**src/rtl/spi_seq_pkg.sv**
```systemverilog
package spi_seq_pkg;
  localparam int CONF_W = 23;
  localparam logic [CONF_W-1:0] CONF_RST = 23'h060000;

  // configuration field positions
  localparam int CB_WL_LO  = 7;
  localparam int CB_WL_HI  = 11;
  localparam int CB_MODE   = 12;
  localparam int CB_TXDMA  = 14;
  localparam int CB_RXDMA  = 15;
  localparam int CB_TURBO  = 19;
  localparam int CB_FORCE  = 20;

  // byte offsets inside one channel group
  localparam int OFS_CONF = 0;
  localparam int OFS_STAT = 4;
  localparam int OFS_CTRL = 8;
  localparam int OFS_TX   = 12;
  localparam int OFS_RX   = 16;

  typedef enum logic [1:0] {
    MODE_DUPLEX  = 2'd0,
    MODE_RX_ONLY = 2'd1,
    MODE_TX_ONLY = 2'd2,
    MODE_BAD     = 2'd3
  } xfer_mode_e;

  typedef struct packed {
    logic eot;
    logic tx_empty;
    logic rx_full;
  } chan_stat_t;
endpackage

```
**src/rtl/spi_chan.sv**
```systemverilog
module spi_chan
  import spi_seq_pkg::*;
#(
  parameter int DATA_W = 32,
  parameter int BITS_W = 6
) (
  input  logic              clk,
  input  logic              rst,
  input  logic              wr_conf,
  input  logic              wr_ctrl,
  input  logic              wr_tx,
  input  logic              rd_rx,
  input  logic [DATA_W-1:0] wdata,
  input  logic              single_ch,
  input  logic              grant,
  input  logic              done,
  input  logic [DATA_W-1:0] rxd,
  output logic [CONF_W-1:0] conf_q,
  output chan_stat_t        stat_q,
  output logic              en_q,
  output logic [DATA_W-1:0] tx_q,
  output logic [DATA_W-1:0] rx_q,
  output logic              want,
  output logic [BITS_W-1:0] bits,
  output logic              tx_dma,
  output logic              rx_dma
);
  logic       trig_q;
  logic       busy_q;
  xfer_mode_e mode;
  logic       stall;
  logic       go;
  logic       skip;
  logic       finish;

  assign mode   = xfer_mode_e'(conf_q[CB_MODE+1:CB_MODE]);
  assign bits   = BITS_W'(conf_q[CB_WL_HI:CB_WL_LO]) + BITS_W'(1);
  assign stall  = (stat_q.rx_full && mode != MODE_TX_ONLY && !conf_q[CB_TURBO]) ||
                  (stat_q.tx_empty && mode != MODE_RX_ONLY);
  assign go     = trig_q && !busy_q && en_q && !stall;
  assign skip   = single_ch && !conf_q[CB_FORCE];
  assign want   = go && !skip;
  assign finish = (go && skip) || done;

  assign tx_dma = en_q && conf_q[CB_TXDMA] && stat_q.tx_empty && mode != MODE_RX_ONLY;
  assign rx_dma = en_q && conf_q[CB_RXDMA] && stat_q.rx_full  && mode != MODE_TX_ONLY;

  always_ff @(posedge clk) begin
    if (rst) begin
      conf_q <= CONF_RST;
      stat_q <= '{eot: 1'b0, tx_empty: 1'b1, rx_full: 1'b0};
      en_q   <= 1'b0;
      tx_q   <= '0;
      rx_q   <= '0;
      trig_q <= 1'b0;
      busy_q <= 1'b0;
    end else begin
      // retire the pending decision unless it waits for the port
      if (trig_q && !busy_q && (!want || grant)) trig_q <= 1'b0;
      if (grant) busy_q <= 1'b1;
      if (done) begin
        busy_q <= 1'b0;
        rx_q   <= rxd;
      end
      if (finish) begin
        tx_q            <= '0;
        stat_q.eot      <= 1'b1;
        stat_q.tx_empty <= 1'b1;
        if (mode != MODE_TX_ONLY) stat_q.rx_full <= 1'b1;
      end
      // register accesses take precedence over completion updates
      if (wr_conf) conf_q <= wdata[CONF_W-1:0];
      if (wr_ctrl) begin
        if (wdata[0] && !en_q) begin
          en_q   <= 1'b1;
          trig_q <= 1'b1;
        end else begin
          en_q <= wdata[0];
        end
      end
      if (wr_tx) begin
        tx_q            <= wdata;
        stat_q.tx_empty <= 1'b0;
        trig_q          <= 1'b1;
      end
      if (rd_rx) begin
        stat_q.rx_full <= 1'b0;
        trig_q         <= 1'b1;
      end
    end
  end

  p_tx_write_clears_r4: assert property (@(posedge clk) disable iff (rst)
    wr_tx |=> !stat_q.tx_empty);
  p_rx_read_clears_r10: assert property (@(posedge clk) disable iff (rst)
    rd_rx |=> !stat_q.rx_full);
  p_done_when_busy_r12: assert property (@(posedge clk) disable iff (rst)
    done |-> busy_q);
  p_grant_needs_en_r9: assert property (@(posedge clk) disable iff (rst)
    grant |-> en_q && !busy_q);
endmodule

```
**src/rtl/spi_xfer_arb.sv**
```systemverilog
module spi_xfer_arb #(
  parameter int NUM_CH = 4,
  parameter int DATA_W = 32,
  parameter int BITS_W = 6,
  localparam int CH_W  = $clog2(NUM_CH)
) (
  input  logic                           clk,
  input  logic                           rst,
  input  logic [NUM_CH-1:0]              want,
  input  logic [NUM_CH-1:0][DATA_W-1:0]  tx_arr,
  input  logic [NUM_CH-1:0][BITS_W-1:0]  bits_arr,
  input  logic                           xfer_ack,
  output logic [NUM_CH-1:0]              grant,
  output logic [NUM_CH-1:0]              done,
  output logic                           xfer_req,
  output logic [CH_W-1:0]                xfer_ch,
  output logic [DATA_W-1:0]              xfer_txd,
  output logic [BITS_W-1:0]              xfer_bits
);
  logic [CH_W-1:0] sel;

  always_comb begin
    grant = '0;
    sel   = '0;
    if (!xfer_req) begin
      for (int i = NUM_CH - 1; i >= 0; i--) begin
        if (want[i]) begin
          grant    = '0;
          grant[i] = 1'b1;
          sel      = CH_W'(i);
        end
      end
    end
    done = '0;
    if (xfer_req && xfer_ack) done[xfer_ch] = 1'b1;
  end

  always_ff @(posedge clk) begin
    if (rst) begin
      xfer_req  <= 1'b0;
      xfer_ch   <= '0;
      xfer_txd  <= '0;
      xfer_bits <= '0;
    end else if (xfer_req && xfer_ack) begin
      xfer_req <= 1'b0;
    end else if (|grant) begin
      xfer_req  <= 1'b1;
      xfer_ch   <= sel;
      xfer_txd  <= tx_arr[sel];
      xfer_bits <= bits_arr[sel];
    end
  end

  p_req_hold_r6: assert property (@(posedge clk) disable iff (rst)
    xfer_req && !xfer_ack |=> xfer_req && $stable(xfer_txd) && $stable(xfer_ch) && $stable(xfer_bits));
  p_ack_ends_r6: assert property (@(posedge clk) disable iff (rst)
    xfer_req && xfer_ack |=> !xfer_req);
  p_single_grant_r12: assert property (@(posedge clk) disable iff (rst)
    $onehot0(grant));
endmodule

```
**src/rtl/spi_chan_seq.sv**
```systemverilog
module spi_chan_seq
  import spi_seq_pkg::*;
#(
  parameter int NUM_CH     = 4,
  parameter int DATA_W     = 32,
  parameter int ADDR_W     = 8,
  parameter int BITS_W     = 6,
  parameter int GRP_BASE   = 'h2C,
  parameter int GRP_STRIDE = 'h14,
  localparam int CH_W      = $clog2(NUM_CH)
) (
  input  logic              clk,
  input  logic              rst,
  input  logic [ADDR_W-1:0] bus_addr,
  input  logic              bus_wr,
  input  logic              bus_rd,
  input  logic [DATA_W-1:0] bus_wdata,
  output logic [DATA_W-1:0] bus_rdata,
  input  logic              single_ch,
  output logic              xfer_req,
  output logic [CH_W-1:0]   xfer_ch,
  output logic [DATA_W-1:0] xfer_txd,
  output logic [BITS_W-1:0] xfer_bits,
  input  logic              xfer_ack,
  input  logic [DATA_W-1:0] xfer_rxd,
  output logic [NUM_CH-1:0] tx_dma_req,
  output logic [NUM_CH-1:0] rx_dma_req
);
  logic [NUM_CH-1:0]             wr_conf, wr_ctrl, wr_tx, rd_rx;
  logic [NUM_CH-1:0]             want, grant, done, en_arr;
  logic [NUM_CH-1:0][DATA_W-1:0] tx_arr, rx_arr;
  logic [NUM_CH-1:0][BITS_W-1:0] bits_arr;
  logic [NUM_CH-1:0][CONF_W-1:0] conf_arr;
  chan_stat_t [NUM_CH-1:0]       stat_arr;
  logic [DATA_W-1:0]             rd_next;

  for (genvar g = 0; g < NUM_CH; g++) begin : g_ch
    localparam int GB = GRP_BASE + g * GRP_STRIDE;
    assign wr_conf[g] = bus_wr && (bus_addr == ADDR_W'(GB + OFS_CONF));
    assign wr_ctrl[g] = bus_wr && (bus_addr == ADDR_W'(GB + OFS_CTRL));
    assign wr_tx[g]   = bus_wr && (bus_addr == ADDR_W'(GB + OFS_TX));
    assign rd_rx[g]   = bus_rd && (bus_addr == ADDR_W'(GB + OFS_RX));

    spi_chan #(.DATA_W(DATA_W), .BITS_W(BITS_W)) u_chan (
      .clk       (clk),
      .rst       (rst),
      .wr_conf   (wr_conf[g]),
      .wr_ctrl   (wr_ctrl[g]),
      .wr_tx     (wr_tx[g]),
      .rd_rx     (rd_rx[g]),
      .wdata     (bus_wdata),
      .single_ch (single_ch),
      .grant     (grant[g]),
      .done      (done[g]),
      .rxd       (xfer_rxd),
      .conf_q    (conf_arr[g]),
      .stat_q    (stat_arr[g]),
      .en_q      (en_arr[g]),
      .tx_q      (tx_arr[g]),
      .rx_q      (rx_arr[g]),
      .want      (want[g]),
      .bits      (bits_arr[g]),
      .tx_dma    (tx_dma_req[g]),
      .rx_dma    (rx_dma_req[g])
    );
  end

  spi_xfer_arb #(.NUM_CH(NUM_CH), .DATA_W(DATA_W), .BITS_W(BITS_W)) u_arb (
    .clk       (clk),
    .rst       (rst),
    .want      (want),
    .tx_arr    (tx_arr),
    .bits_arr  (bits_arr),
    .xfer_ack  (xfer_ack),
    .grant     (grant),
    .done      (done),
    .xfer_req  (xfer_req),
    .xfer_ch   (xfer_ch),
    .xfer_txd  (xfer_txd),
    .xfer_bits (xfer_bits)
  );

  always_comb begin
    rd_next = '0;
    for (int i = 0; i < NUM_CH; i++) begin
      if (bus_addr == ADDR_W'(GRP_BASE + i * GRP_STRIDE + OFS_CONF))
        rd_next = DATA_W'(conf_arr[i]);
      if (bus_addr == ADDR_W'(GRP_BASE + i * GRP_STRIDE + OFS_STAT))
        rd_next = DATA_W'(stat_arr[i]);
      if (bus_addr == ADDR_W'(GRP_BASE + i * GRP_STRIDE + OFS_CTRL))
        rd_next = DATA_W'(en_arr[i]);
      if (bus_addr == ADDR_W'(GRP_BASE + i * GRP_STRIDE + OFS_TX))
        rd_next = tx_arr[i];
      if (bus_addr == ADDR_W'(GRP_BASE + i * GRP_STRIDE + OFS_RX))
        rd_next = rx_arr[i];
    end
  end

  always_ff @(posedge clk) begin
    if (rst) bus_rdata <= '0;
    else if (bus_rd) bus_rdata <= rd_next;
  end

  p_reset_idle_r1: assert property (@(posedge clk)
    $past(rst) |-> !xfer_req && tx_dma_req == '0 && rx_dma_req == '0);
endmodule

```
**config.mk**
```make
export PLATFORM = sky130hd
export DESIGN_NAME = spi_chan_seq
export DESIGN_NICKNAME = d
export VERILOG_FILES = /design/src/rtl/spi_seq_pkg.sv /design/src/rtl/spi_chan.sv /design/src/rtl/spi_xfer_arb.sv /design/src/rtl/spi_chan_seq.sv
export SDC_FILE = /design/constraint.sdc
export NUM_CORES = 1
export LEC_CHECK = 0
export ABC_AREA = 1
export ABC_CLOCK_PERIOD_IN_PS = 2000
export BUFFER_PORTS_ARGS = -buffer_cell sky130_fd_sc_hd__buf_4
export CAP_MARGIN = 20
export CORE_MARGIN = 5
export CORE_UTILIZATION = 54
export CTS_CLUSTER_SIZE = 8
export DETAILED_ROUTE_END_ITERATION = 12
export PLACE_DENSITY_LB_ADDON = 0.15
export SKIP_LAST_GASP = 1
export SLEW_MARGIN = 5
export SYNTH_ARGS = -nofsm -noshare
export SYNTH_HDL_FRONTEND = slang
export SYNTH_SLANG_ARGS = --single-unit
export TNS_END_PERCENT = 30
```
**constraint.sdc**
```tcl
create_clock -name clk -period 2 [get_ports clk]
set_clock_uncertainty 0.1 [all_clocks]
set_input_delay 0.1 -clock clk [delete_from_list [all_inputs] [get_ports clk]]
set_output_delay 0.1 -clock clk [all_outputs]
set_load 0.01 [all_outputs]
```
==> run_results.csv <==
group,metric,value,unit
timing,hold_viol_final,0,
global_routing,antenna_found_initial,6,
timing,maxSlewViolCount,0,
floorplan,io-pin-count,159,
clock_tree,clock_latency,640,ps
cells_and_area,instances_no_fill,3748,
logic_synthesis,yosysSeqAreaShare,0.435,
run_status,violations,"negative setup slack",
cells_and_area,final_cell_mix,"437 x dfxtp_1, 393 x nand2_1, 356 x inv_1",
logic_synthesis,synth_cells,2896,
global_routing,grt_pass1_wl,128000,um
logic_synthesis,yosys.area_share.xor_xnor,0.00470,
logic_synthesis,synth_area,0.0205,sq mm
timing,whs,33.0,ps
logic_synthesis,synth_compound_area_frac,0.250,
timing,maxSlewHeadroom,0.363,
timing,rsz0062_at_grt,"yes",
detailed_routing,ant_nets,0,
setup_path,worstPathMaxFanout,7,
logic_synthesis,avgSynthCellArea,7.08,sq um
cells_and_area,syn_to_final_growth,30.4,%
power,max-vdd-ir-drop,0.000774,V
setup_path,cp.required,2420,ps
timing,min_period,2380,ps
timing,fmax,419,MHz
floorplan,dieArea,0.0420,sq mm
floorplan,fp.dieW,205,um
placement,dp_hpwl,60000,um
logic_synthesis,ys_ff_latch,445,
logic_synthesis,synthMuxAreaShare,0,
cells_and_area,final_nets,3317,
clock_tree,cts-root-buf,"clkbuf_16",
clock_tree,clk_pin_slew,50,ps
global_routing,overflow,0,
cells_and_area,stdcell_area,0.0267,sq mm
floorplan,num_rows,71,
logic_synthesis,synth-edff-count,0,
cells_and_area,n_antenna_cell,0,
placement,placed_area,0.0235,sq mm
setup_path,crit_buf_inv,7,
logic_synthesis,yosys_warnings,0,
placement,preCtsSetupSlack,-392,ps
floorplan,die_h,205,um
placement,placedCellCount,3579,
logic_synthesis,synth_fp_nets,2978,
logic_synthesis,synth_fa_ha_area_frac,0.00244,
clock_tree,cts.path.max_buffers,3,
clock_tree,cts.sinks,445,
power,p_leak,11.1,nW
clock_tree,numCtsBuffers,61,
detailed_routing,first_iter_violations,3471,
setup_path,cpMaxStageDelayCell,"dfxtp_4",
setup_path,cp.arrival,2800,ps
detailed_routing,firstDrtPassIters,6,
setup_path,crit_type,"flip-flop to flip-flop",
timing,tightest_slew,955,ps
cells_and_area,final_core_util,0.711,
logic_synthesis,yosys.area_share.simple,0.191,
setup_path,path_cells,"inv_2, nand2_2, nand2_2, nor2_2, nor3_2, o21ai_2, nand2_2, inv_4, buf_6, nand2_4, a21oi_4, clkinv_4, nand2_8, buf_12, clkinv_16, nand2_4, o211ai_1, nand2_1, inv_1",
clock_tree,htree_levels,2,
job,maxCapViolations,0,
setup_path,crit_path_frequent_cell,"nand2_2",
setup_path,critPathTopFamily,"simple AND/OR/NAND/NOR gates",
setup_path,critPathCaptureType,"flip-flop",
cells_and_area,layout-drive-gt1-share,0.192,
placement,io_buffers,158,
detailed_routing,routed_wirelength,87700,um
setup_path,slowest_delay,370,ps
logic_synthesis,synth_flop_cell,"dfxtp_1",
detailed_routing,wl_per_cell,23.4,um
timing,setup_ws,-384,ps
floorplan,start_util,0.546,
cells_and_area,final_common_cell,"dfxtp_1",
power,powerDensity,708,mW/mm^2
worst_hold_path,hold_path_class,"primary input to flip-flop",
floorplan,core-area,0.0376,sq mm
detailed_routing,vias,22600,
logic_synthesis,ys_types,48,
timing,finalCritPeriodShare,1.19,
logic_synthesis,async_flop_share,0,
timing,setup_violations,117,
detailed_routing,drc,0,
run_status,status,"finished, violations left",
detailed_routing,vias_per_cell,6.04,
logic_synthesis,synth_top_family_by_area,"compound AO/OA/AOI/OAI gates",
placement,gp_congestion,1.04,
setup_path,start_kind,"flip-flop",
global_routing,grt_pass1_vias,20700,
global_routing,grt_max_degree,174,
clock_tree,cts_tree,"yes",
global_routing,track_usage,0.398,
-- timing repair --
action                                  4_1_cts  5_1_grt
hold endpoints to repair                    375        0
gates cloned                                  5        8
gates resized for setup                      39       78
hold buffers                                 70        0
setup buffers                                14       17
pin swaps                                     7       30
endpoints found under the setup margin      133      224
-- per-stage QoR --
stage | TNS, ps | total power [mW]
after floorplan | 0 | 9.36
after global placement | -19100 | 9.75
after detailed placement | -21990 | 9.75
after CTS | -14910 | 18.9
after global routing | -39540 | 19.4
final | -27370 | 18.9
-- power breakdown --
group          total, mW  leakage [nW]  switching, mW  internal, mW
clock network       9.19         0.783           3.85          5.33
registers           8.90          3.59        0.00840          8.89
logic              0.826          6.73          0.522         0.304
-- worst min-delay path, delay by kind of cell --
family	cells	cell delay, ps
AOI/OAI and AO/OA	1	70
buffers and inverters	2	200
and+or+nand+nor	4	320
-- path summary, 6_finish.rpt --
| path | startpoint | to | slack, ps | cells past startpoint |
|---|---|---|---|---|
| hold reg to reg | g_ch[2].u_chan.rx_q[8] | g_ch[2].u_chan.rx_q[8] | 350 | 2 |
| setup reg to reg | g_ch[0].u_chan.conf_q[12] | u_arb.xfer_txd[1] | -380 | 19 |
| setup / recovery | g_ch[0].u_chan.conf_q[12] | u_arb.xfer_txd[1] | -380 | 19 |
| hold / removal | bus_addr[4] | g_ch[0].u_chan.en_q | 30 | 7 |
-- state kept, by name, indices dropped and copies added, names as in the netlist --
signal              flops
g_ch.u_chan.trig_q      4
bus_rdata              32
u_arb.xfer_bits         6
g_ch.u_chan.tx_q      128
g_ch.u_chan.en_q        4
g_ch.u_chan.stat_q     12
u_arb.xfer_req          1
u_arb.xfer_txd         32
g_ch.u_chan.busy_q      4
g_ch.u_chan.rx_q      128
u_arb.xfer_ch           2
g_ch.u_chan.conf_q     92
-- layer usage --
layer	vias to the layer above	global-route usage	share of wire
met2	1659	0.549	0.40
met3	195	0.137	0.16
li1	10200	-	-
met5	-	0	0.00032
met4	6	0.0947	0.030
met1	10600	0.594	0.41
-- cells by family (layout without fill, tap and decap cells) --
family,Yosys count,after routing
buffers and inverters,595,936
adders and majority gates,4,4
AOI/OAI and AO/OA,901,901
DFF,445,445
xor gates and xnor gates,11,11
and+or+nand+nor,940,940
-- cell usage after synthesis (3+ instances only) --
master / instances / area share
or2_0: 5 / 0.0015
o22ai_1: 71 / 0.022
inv_1: 357 / 0.065
ha_1: 4 / 0.0024
o21ai_1: 82 / 0.020
inv_2: 31 / 0.0057
or2_2: 4 / 0.0012
o211ai_1: 68 / 0.025
buf_1: 5 / 0.00092
buf_2: 41 / 0.010
nor2_2: 6 / 0.0018
a221oi_1: 6 / 0.0026
nor2_4: 8 / 0.0044
buf_4: 16 / 0.0059
inv_4: 3 / 0.00092
nand4_1: 9 / 0.0027
a21boi_1: 3 / 0.0011
dfxtp_1: 445 / 0.43
a31oi_1: 3 / 0.00092
a21oi_2: 20 / 0.0085
clkbuf_1: 133 / 0.024
a21oi_1: 270 / 0.066
xor2_1: 10 / 0.0043
o21ai_0: 317 / 0.077
buf_6: 7 / 0.0038
nand2_1: 408 / 0.075
nand3_1: 124 / 0.030
o221ai_1: 26 / 0.011
nand3b_1: 15 / 0.0055
o2111ai_1: 21 / 0.0090
a21oi_4: 3 / 0.0024
nor3_1: 17 / 0.0041
nand2_2: 4 / 0.0012
nor2_1: 336 / 0.062
-- cell type report --
class | count | area [sq um]
repair buffers | 477 | 4480
repair inverters | 1 | 11.3
clock buffers | 61 | 1530
multi-input cells | 1856 | 9550
flip-flops and latches | 445 | 8920
inverters | 393 | 1530
fillers | 3112 | 10900
clock inverters | 4 | 73.8
well taps | 511 | 639
No activity file was read; power rests on OpenSTA's default activity.
